==> src/rtl/shift_lifo_pkg.sv <==
package shift_lifo_pkg;

    typedef enum logic [1:0] {
        OP_HOLD = 2'd0,
        OP_PUSH = 2'd1,
        OP_POP  = 2'd2,
        OP_SWAP = 2'd3
    } stk_op_e;

    typedef struct packed {
        logic push;
        logic pop;
    } stk_req_t;

    // Resolve a request against the present flags into one accepted operation.
    function automatic stk_op_e stk_decode(stk_req_t req, logic is_full, logic is_empty);
        stk_op_e op;
        op = OP_HOLD;
        if (req.push && req.pop) begin
            op = is_empty ? OP_PUSH : OP_SWAP;
        end else if (req.push) begin
            op = is_full ? OP_HOLD : OP_PUSH;
        end else if (req.pop) begin
            op = is_empty ? OP_HOLD : OP_POP;
        end
        return op;
    endfunction

endpackage

==> src/rtl/stk_occupancy.sv <==
module stk_occupancy
    import shift_lifo_pkg::*;
#(
    parameter int DEPTH = 4,
    localparam int CW = $clog2(DEPTH + 1)
) (
    input  logic    clk,
    input  logic    rst,
    input  stk_op_e op,
    output logic    full,
    output logic    empty
);

    logic [CW-1:0] count;

    always_ff @(posedge clk) begin
        if (rst) begin
            count <= '0;
        end else begin
            unique case (op)
                OP_PUSH: count <= count + 1'b1;
                OP_POP:  count <= count - 1'b1;
                default: count <= count;
            endcase
        end
    end

    assign full  = (count == CW'(DEPTH));
    assign empty = (count == '0);

    // count never runs past the depth, and the two flags never coincide
    a_r5_count_bounded: assert property (@(posedge clk) disable iff (rst)
        (count <= CW'(DEPTH)) && !(full && empty));

    // a replace-top cycle keeps occupancy
    a_r8_swap_keeps_count: assert property (@(posedge clk) disable iff (rst)
        (op == OP_SWAP) |=> $stable(count));

endmodule

==> src/rtl/stk_stage_chain.sv <==
module stk_stage_chain
    import shift_lifo_pkg::*;
#(
    parameter int DEPTH = 4,
    parameter int WIDTH = 8
) (
    input  logic             clk,
    input  logic             rst,
    input  stk_op_e          op,
    input  logic [WIDTH-1:0] din,
    output logic [WIDTH-1:0] top
);

    logic [WIDTH-1:0] stage [DEPTH];

    for (genvar i = 0; i < DEPTH; i++) begin : g_stage
        logic [WIDTH-1:0] from_above;
        logic [WIDTH-1:0] from_below;
        logic [WIDTH-1:0] swap_val;

        if (i == 0) begin : g_top
            assign from_above = din;
            assign swap_val   = din;
        end else begin : g_mid
            assign from_above = stage[i-1];
            assign swap_val   = stage[i];
        end

        if (i == DEPTH - 1) begin : g_bot
            assign from_below = '0;
        end else begin : g_up
            assign from_below = stage[i+1];
        end

        always_ff @(posedge clk) begin
            if (rst) begin
                stage[i] <= '0;
            end else begin
                unique case (op)
                    OP_PUSH: stage[i] <= from_above;
                    OP_POP:  stage[i] <= from_below;
                    OP_SWAP: stage[i] <= swap_val;
                    default: stage[i] <= stage[i];
                endcase
            end
        end
    end

    assign top = stage[0];

    // an accepted push lands the input word on top
    a_r2_push_to_top: assert property (@(posedge clk) disable iff (rst)
        (op == OP_PUSH) |=> (top == $past(din)));

    if (DEPTH > 1) begin : g_chk
        // a pop raises the second word to the top
        a_r4_pop_exposes: assert property (@(posedge clk) disable iff (rst)
            (op == OP_POP) |=> (top == $past(stage[1])));
        // the deepest stage is cleared by a pop
        a_r10_bottom_zero: assert property (@(posedge clk) disable iff (rst)
            (op == OP_POP) |=> (stage[DEPTH-1] == '0));
    end

endmodule

==> src/rtl/shift_lifo.sv <==
module shift_lifo
    import shift_lifo_pkg::*;
#(
    parameter int DEPTH = 4,
    parameter int WIDTH = 8
) (
    input  logic             clk,
    input  logic             rst,
    input  logic             push_i,
    input  logic             pop_i,
    input  logic [WIDTH-1:0] din,
    output logic [WIDTH-1:0] top_o,
    output logic             full_o,
    output logic             empty_o
);

    stk_req_t req;
    stk_op_e  op;

    assign req = '{push: push_i, pop: pop_i};
    assign op  = stk_decode(req, full_o, empty_o);

    stk_occupancy #(.DEPTH(DEPTH)) u_occ (
        .clk   (clk),
        .rst   (rst),
        .op    (op),
        .full  (full_o),
        .empty (empty_o)
    );

    stk_stage_chain #(.DEPTH(DEPTH), .WIDTH(WIDTH)) u_chain (
        .clk (clk),
        .rst (rst),
        .op  (op),
        .din (din),
        .top (top_o)
    );

    // push alone while full leaves top and flags alone
    a_r6_full_push_ignored: assert property (@(posedge clk) disable iff (rst)
        (full_o && push_i && !pop_i) |=> ($stable(top_o) && full_o));

    // pop alone while empty leaves the stack empty
    a_r7_empty_pop_ignored: assert property (@(posedge clk) disable iff (rst)
        (empty_o && pop_i && !push_i) |=> (empty_o && top_o == '0));

    // an empty stack shows a zero word
    a_r10_empty_reads_zero: assert property (@(posedge clk) disable iff (rst)
        empty_o |-> (top_o == '0));

    // push with pop on an empty stack leaves it non-empty
    a_r9_empty_pair_pushes: assert property (@(posedge clk) disable iff (rst)
        (empty_o && push_i && pop_i) |=> (!empty_o && top_o == $past(din)));

endmodule

==> config.mk <==
export PLATFORM = sky130hd
export DESIGN_NAME = shift_lifo
export DESIGN_NICKNAME = d
export VERILOG_FILES = /design/src/rtl/shift_lifo_pkg.sv /design/src/rtl/stk_occupancy.sv /design/src/rtl/stk_stage_chain.sv /design/src/rtl/shift_lifo.sv
export SDC_FILE = /design/constraint.sdc
export NUM_CORES = 1
export LEC_CHECK = 0
export BUFFER_PORTS_ARGS = -buffer_cell sky130_fd_sc_hd__buf_2
export CORE_UTILIZATION = 40
export DETAILED_ROUTE_END_ITERATION = 8
export PLACE_DENSITY = 0.68
export SLEW_MARGIN = 20
export SYNTH_ARGS = -nofsm -noshare
export SYNTH_HDL_FRONTEND = slang
export SYNTH_HIERARCHICAL = 1
export SYNTH_SLANG_ARGS = --single-unit
==> constraint.sdc <==
create_clock -name clk -period 2.5 [get_ports clk]
set_input_delay 0.375 -clock clk [delete_from_list [all_inputs] [get_ports clk]]
set_output_delay 0.375 -clock clk [all_outputs]
set_load 0.1 [all_outputs]
==> flow_metrics.tcl, run 1 <==
set metrics [dict create \
    period_minus_slack_ns 2.132 \
    power.leakage_nw 0.7306 \
    start_util_pct 43.11 \
    seq_power_share_pct 43.1 \
    setup-violations-final 0 \
    die_w_um 68.60 \
    fin_setup_tns_ns 0 \
    synth.area.top_cells "edfxtp_1 54%, nand3b_1 7.2%, nand4bb_1 5.1%, a32o_1 3.9%, dfxtp_1 3.4%" \
    slew_violations 0 \
    rsz0062_at_grt "false" \
    slowest_stage "or3_1" \
    crit_buf_inv 2 \
    drc 0 \
    grt_pass1_vias 1093 \
    arrival_ns 2.12 \
    synth_area_um2 1774 \
    firstDrtPassIters 4 \
    synth_edf_count 32 \
    synthArstFlopShare_pct 0 \
    grt_max_degree 37 \
    cts_tree "yes" \
    pre_cts_ws_ns 0.3797 \
    diodes 0 \
    place_congestion 0.7957 \
    worstPathRequired_ns 2.49 \
    switching_share_pct 41.95 \
    utilization_pct 48.37 \
    ys_types 30 \
    dieArea_um2 4706 \
    clk_pin_slew_ns 0.07 \
    postCtsSetupBuffers 0 \
    wl_per_cell_um 15.57 \
    seqCellArea_um2 1021 \
    ant_nets 0 \
    ir_drop_v 0.0006211 \
    die_h_um 68.60 \
    max_slew_margin_pct 63.75 \
    antenna_found_initial 0 \
    grt_first_pass_wirelength_mm 5.250 \
    multi_input_area_um2 669.4 \
    io_buffers 21 \
    p_comb_share_pct 38.5 \
    syn_nets 154 \
    max-cap-violations 0 \
    crit_family "simple AND/OR/NAND/NOR gates" \
    clockBufferDepth 2 \
    hold_path_class "in -> reg" \
    syn-mean-instance-area_um2 12.67 \
    finClkSkew_ns 0.006382 \
    syn_to_final_growth_pct 12.20 \
    critical_path.startpoint_type "flip-flop" \
    overflow 0 \
    htree_levels 2 \
    ys.flop_type "edfxtp_1" \
    cts_root_buf "clkbuf_8" \
    synth.top_cell.area_share_pct 54.16 \
    drt_iter0_markers 84 \
    syn_inst 140 \
    wirelength_mm 3.285 \
    fin_nets 174 \
    setup.worst_path.class "reg -> reg" \
    cts_sinks 35 \
    ios 22 \
    synth_seq_cells 35 \
    insertion_delay_ns 0.28 \
    yosysWarnings 6 \
    via_per_inst 5.474 \
    fmax_mhz 469.0 \
    cts_buffers 5 \
    period_share_pct 85.29 \
    postCtsHoldBufs 0 \
    core_area_um2 4115 \
    grt_usage_pct 15.97 \
    worst_pin_slew_ns 0.5437 \
    status "complete, no violations" \
    synth_top_area_cell "edfxtp_1" \
    drive_gt1_share_pct 23.60 \
    crit_path_end_kind "flip-flop" \
    hold_violations 0 \
    n_fill_cell 378 \
    path_cells "inv_1 -> and3_2 -> a21boi_2 -> buf_4 -> nor2b_1 -> or3_1" \
    power.switching_uw 931.5 \
    cts_resized 0 \
    vias 1155 \
    powerDensity_nw_per_um2 1115 \
    dp_hpwl_mm 2.236 \
    internal-power_mw 1.289 \
    worst-path-max-fanout 32 \
    setup_slack_ns 0.3678 \
    crit_path_max_incr_delay_ns 0.48 \
    clock_power_share_pct 18.3 \
    ys_seq_area_share_pct 57.55 \
    rows 23 \
]
worst register-to-register path, cell delays in order (launching register included):
cell and delay, ns:
dfxtp_1 0.42, inv_1 0.11, and3_2 0.20, a21boi_2 0.16
buf_4 0.30, nor2b_1 0.16, or3_1 0.48
cells by family (layout without fill, tap and decap cells):
| logic type | count (synthesis) | in the layout | synth area share [%] |
|---|---|---|---|
| AND/OR/NAND/NOR | 57 | 57 | 23.55 |
| adder cells (fa/ha/maj) | 2 | 2 | 1.834 |
| buffers and inverters | 16 | 37 | 6.064 |
| flip-flops | 35 | 35 | 57.55 |
| XOR/XNOR | 2 | 2 | 0.9875 |
| AO/OA/AOI/OAI | 28 | 28 | 10.01 |
routing by layer:
metal | up-vias | share of wire [%] | GRT usage [%]
li1 | 562 | - | -
met1 | 547 | 46 | 21.47
met2 | 39 | 47 | 24.14
met3 | 7 | 4.9 | 3.125
met4 | 0 | 2.1 | 8.594
met5 | - | 0 | 0
power groups by stage:
stage               registers, mW  logic (mW)  clock network, mW
floorplan                    1.12       0.582                  0
global placement            0.962       0.827                  0
detailed placement          0.967       0.852                  0
CTS                         0.956       0.857              0.423
global route                0.976       0.919              0.435
finish                      0.958       0.856              0.407
layout by cell type, fill, tap and decap left out, types with 2 or more instances in the layout:
cell type  count
edfxtp_1      32
buf_2         21
nand3b_1      17
a21oi_1       11
o21ai_0        9
and2_1         8
nand2b_1       8
nand4bb_1      8
a32o_1         7
clkbuf_8       6
inv_1          5
or3_1          3
buf_4          3
nor2_1         3
dfxtp_1        3
nor2_2         2
nor2b_1        2
xor2_1         2
registers in the layout, summed over array words and instances (netlist names):
| signal | count |
|---|---|
| u_chain/stage | 32 |
| u_occ/count | 3 |
final cells by class:
class | instances | area share, %
Clock buffer | 7 | 4.337
Clock inverter | 1 | 0.2514
Inverter | 5 | 0.9428
Multi-Input combinational cell | 89 | 33.63
Sequential cell | 35 | 51.29
Tap cell | 50 | 3.143
Timing Repair Buffer | 24 | 6.411
through the flow:
step | std cells | hold WS, ns | total power, mW | instance area [µm²]
2_1_floorplan | 140 | 0.4441 | 1.705 | 1794
3_3_place_gp | 203 | 0.5293 | 1.789 | 1899
3_5_place_dp | 203 | 0.5409 | 1.818 | 1899
4_1_cts | 211 | 0.3700 | 2.235 | 1991
5_1_grt | 211 | 0.3854 | 2.329 | 1991
6_report | 211 | 0.3790 | 2.220 | 1991
synthesized netlist by cell type, types with 2 or more instances:
cell	number
edfxtp_1	32
nand3b_1	17
a21oi_1	11
o21ai_0	9
and2_1	8
nand2b_1	8
nand4bb_1	8
a32o_1	7
inv_1	5
nor2_1	4
or3_1	4
buf_2	3
dfxtp_1	3
buf_4	2
clkbuf_1	2
nor2b_1	2
xor2_1	2
worst paths after layout:
kind / startpoint / slack (ns) / endpoint / cells after the start
setup / recovery: u_occ/count[0]$_SDFFE_PP0P_ / 0.37 / u_chain/stage[1][0]$_SDFFCE_PN0P_ / 6
hold / removal: din[2] / 0.38 / u_chain/stage[0][2]$_DFFE_PP_ / 2
setup reg to reg: u_occ/count[0]$_SDFFE_PP0P_ / 0.37 / u_chain/stage[1][0]$_SDFFCE_PN0P_ / 6
hold reg to reg: u_occ/count[2]$_SDFFE_PP0P_ / 0.55 / u_occ/count[2]$_SDFFE_PP0P_ / 2
(Power assumes the default switching activity.)
==> inputs of run 2 (changes only) <==
MAX_ROUTING_LAYER = met4   (was not set)
PLACE_DENSITY = 0.7   (was 0.68)
clock period = 1.8 ns   (was 2.5 ns; I/O delays follow)
==> flow_metrics.tcl, run 2 (same netlist as run 1, synthesis figures left out) <==
set metrics [dict create \
    status "finished with violations" \
    violations "negative setup slack" \
    worst-path-max-fanout 2 \
    cts_tree "yes" \
    fin_hold_ws_ns 0.2654 \
    antenna_found_initial 0 \
    slowest_stage "fa_2" \
    dp_hpwl_mm 2.390 \
    place_congestion 0.7485 \
    path_cells "inv_2 -> and3_4 -> a21boi_2 -> inv_1 -> ha_2 -> inv_2 -> fa_2 -> xor2_2 -> or3_4 -> a21oi_2" \
    postCtsHoldBufs 0 \
    fin_area_um2 2102 \
    ios 22 \
    slew_violations 0 \
    drt-met1-wl_mm 1.632 \
    wl_per_cell_um 16.15 \
    core_area_um2 4115 \
    crit_path_max_incr_delay_ns 0.37 \
    top_regs "u_chain/stage: 32 flops, u_occ/count: 3 flops" \
    rsz0062_at_grt "true" \
    setup.worst_path.class "reg -> reg" \
    die_h_um 68.60 \
    clk_pin_slew_ns 0.07 \
    finClkSkew_ns 0.005760 \
    critical_path.startpoint_type "flip-flop" \
    vias 1212 \
    crit_path_end_kind "flip-flop" \
    wl_met2_mm 1.685 \
    largest_reg_flops 32 \
    max-cap-violations 0 \
    worst_pin_slew_ns 0.4925 \
    grt_pass1_vias 1217 \
    max_slew_margin_pct 67.39 \
    grt_first_pass_wirelength_mm 5.871 \
    insertion_delay_ns 0.29 \
    crit_buf_inv 3 \
    syn_to_final_growth_pct 18.48 \
    diodes 0 \
    powerDensity_nw_per_um2 1562 \
    period_minus_slack_ns 2.001 \
    start_util_pct 43.11 \
    drt_iter0_markers 108 \
    fin_nets 184 \
    firstDrtPassIters 4 \
    dieArea_um2 4706 \
    via_per_inst 5.484 \
    drc 0 \
    period_share_pct 111.2 \
    setup-violations-final 25 \
    cts_sinks 35 \
    cts_root_buf "clkbuf_8" \
    cts_buffers 5 \
    final_common_cell "edfxtp_1" \
    post_dp_cell_area_um2 1979 \
    setup_slack_ns -0.2008 \
    power.leakage_nw 0.7784 \
    top_register "u_chain/stage" \
    ir_drop_v 0.0006750 \
    crit_family "adder cells" \
    rows 23 \
    wirelength_mm 3.570 \
    io_buffers 21 \
    arrival_ns 2.23 \
    grt_usage_pct 18.26 \
    overflow 0 \
    final_cell_mix "32 x edfxtp_1, 21 x buf_2, 17 x nand3b_1" \
    hold_violations 0 \
    pre_cts_ws_ns -0.2225 \
    fmax_mhz 499.8 \
    clockBufferDepth 2 \
    path_common_cell "inv_2" \
    ant_nets 0 \
    htree_levels 2 \
    die_w_um 68.60 \
    grt_max_degree 33 \
    worstPathRequired_ns 2.03 \
    wl_met3_um 207 \
    top_layer "met4" \
    hold_path_class "in -> reg" \
    drive_gt1_share_pct 34.50 \
]
==> run 2: cell count changes in the layout (fill, tap and decap cells not counted), sizes merged <==
cell,previous run,this run
buf,24,34
==> run 2: layout make-up <==
| type | count | area, µm² |
|---|---|---|
| clock buffers | 7 | 76.32 |
| clock inverters | 1 | 5.005 |
| fillers | 363 | 2013 |
| inverters | 5 | 18.77 |
| multi-input cells | 89 | 709.4 |
| flip-flops and latches | 35 | 1023 |
| well taps | 50 | 62.56 |
| repair buffers | 34 | 206.4 |
==> run 2: per-stage QoR <==
step | util [%] | total power [mW] | cells | TNS, ns
2_1_floorplan | - | 2.399 | 140 | -22.42
3_3_place_gp | 48.10 | 2.608 | 211 | -0.4482
3_5_place_dp | 48.10 | 2.673 | 211 | -2.293
4_1_cts | 50.47 | 3.251 | 220 | -2.046
5_1_grt | 51.08 | 3.451 | 221 | -4.103
6_report | 51.08 | 3.284 | 221 | -1.427
==> run 2: worst paths after layout <==
path / start / to / slack [ns] / depth (start not counted)
max: u_occ/count[0]$_SDFFE_PP0P_ / u_occ/count[2]$_SDFFE_PP0P_ / -0.20 / 10
min: din[3] / u_chain/stage[0][3]$_DFFE_PP_ / 0.27 / 2
max reg2reg: u_occ/count[0]$_SDFFE_PP0P_ / u_occ/count[2]$_SDFFE_PP0P_ / -0.20 / 10
min reg2reg: u_chain/stage[1][7]$_SDFFCE_PN0P_ / u_chain/stage[1][15]$_SDFFCE_PP0P_ / 0.58 / 1
==> run 2: worst reg2reg max path, delay by kind of cell, from the launching register on <==
| family | cells | cell delay, ns |
|---|---|---|
| AOI/OAI and AO/OA | 2 | 0.20 |
| xor gates and xnor gates | 1 | 0.19 |
| adders and majority gates | 2 | 0.55 |
| buffers and inverters | 3 | 0.15 |
| DFF | 1 | 0.33 |
| and+or+nand+nor | 2 | 0.52 |
==> run 2: metal layers <==
layer	vias to the layer above	global-route usage, %
li1	580	-
met1	590	23.55
met2	38	27.70
met3	4	4.934
met4	0	6.250
met5	-	-
==> run 2: power by group <==
part           internal (mW)  switching [mW]  total [mW]  leakage (nW)
Sequential              1.18           0.122        1.31         0.378
Clock                  0.271           0.268       0.539        0.0422
Combinational          0.453           0.986        1.44         0.358
Total                   1.91            1.38        3.28         0.778
==> run 2: what timing repair did <==
action,CTS,global route
setup endpoints to repair,25,42
setup buffers,1,1
pin swaps,2,6
resized for setup,4,6
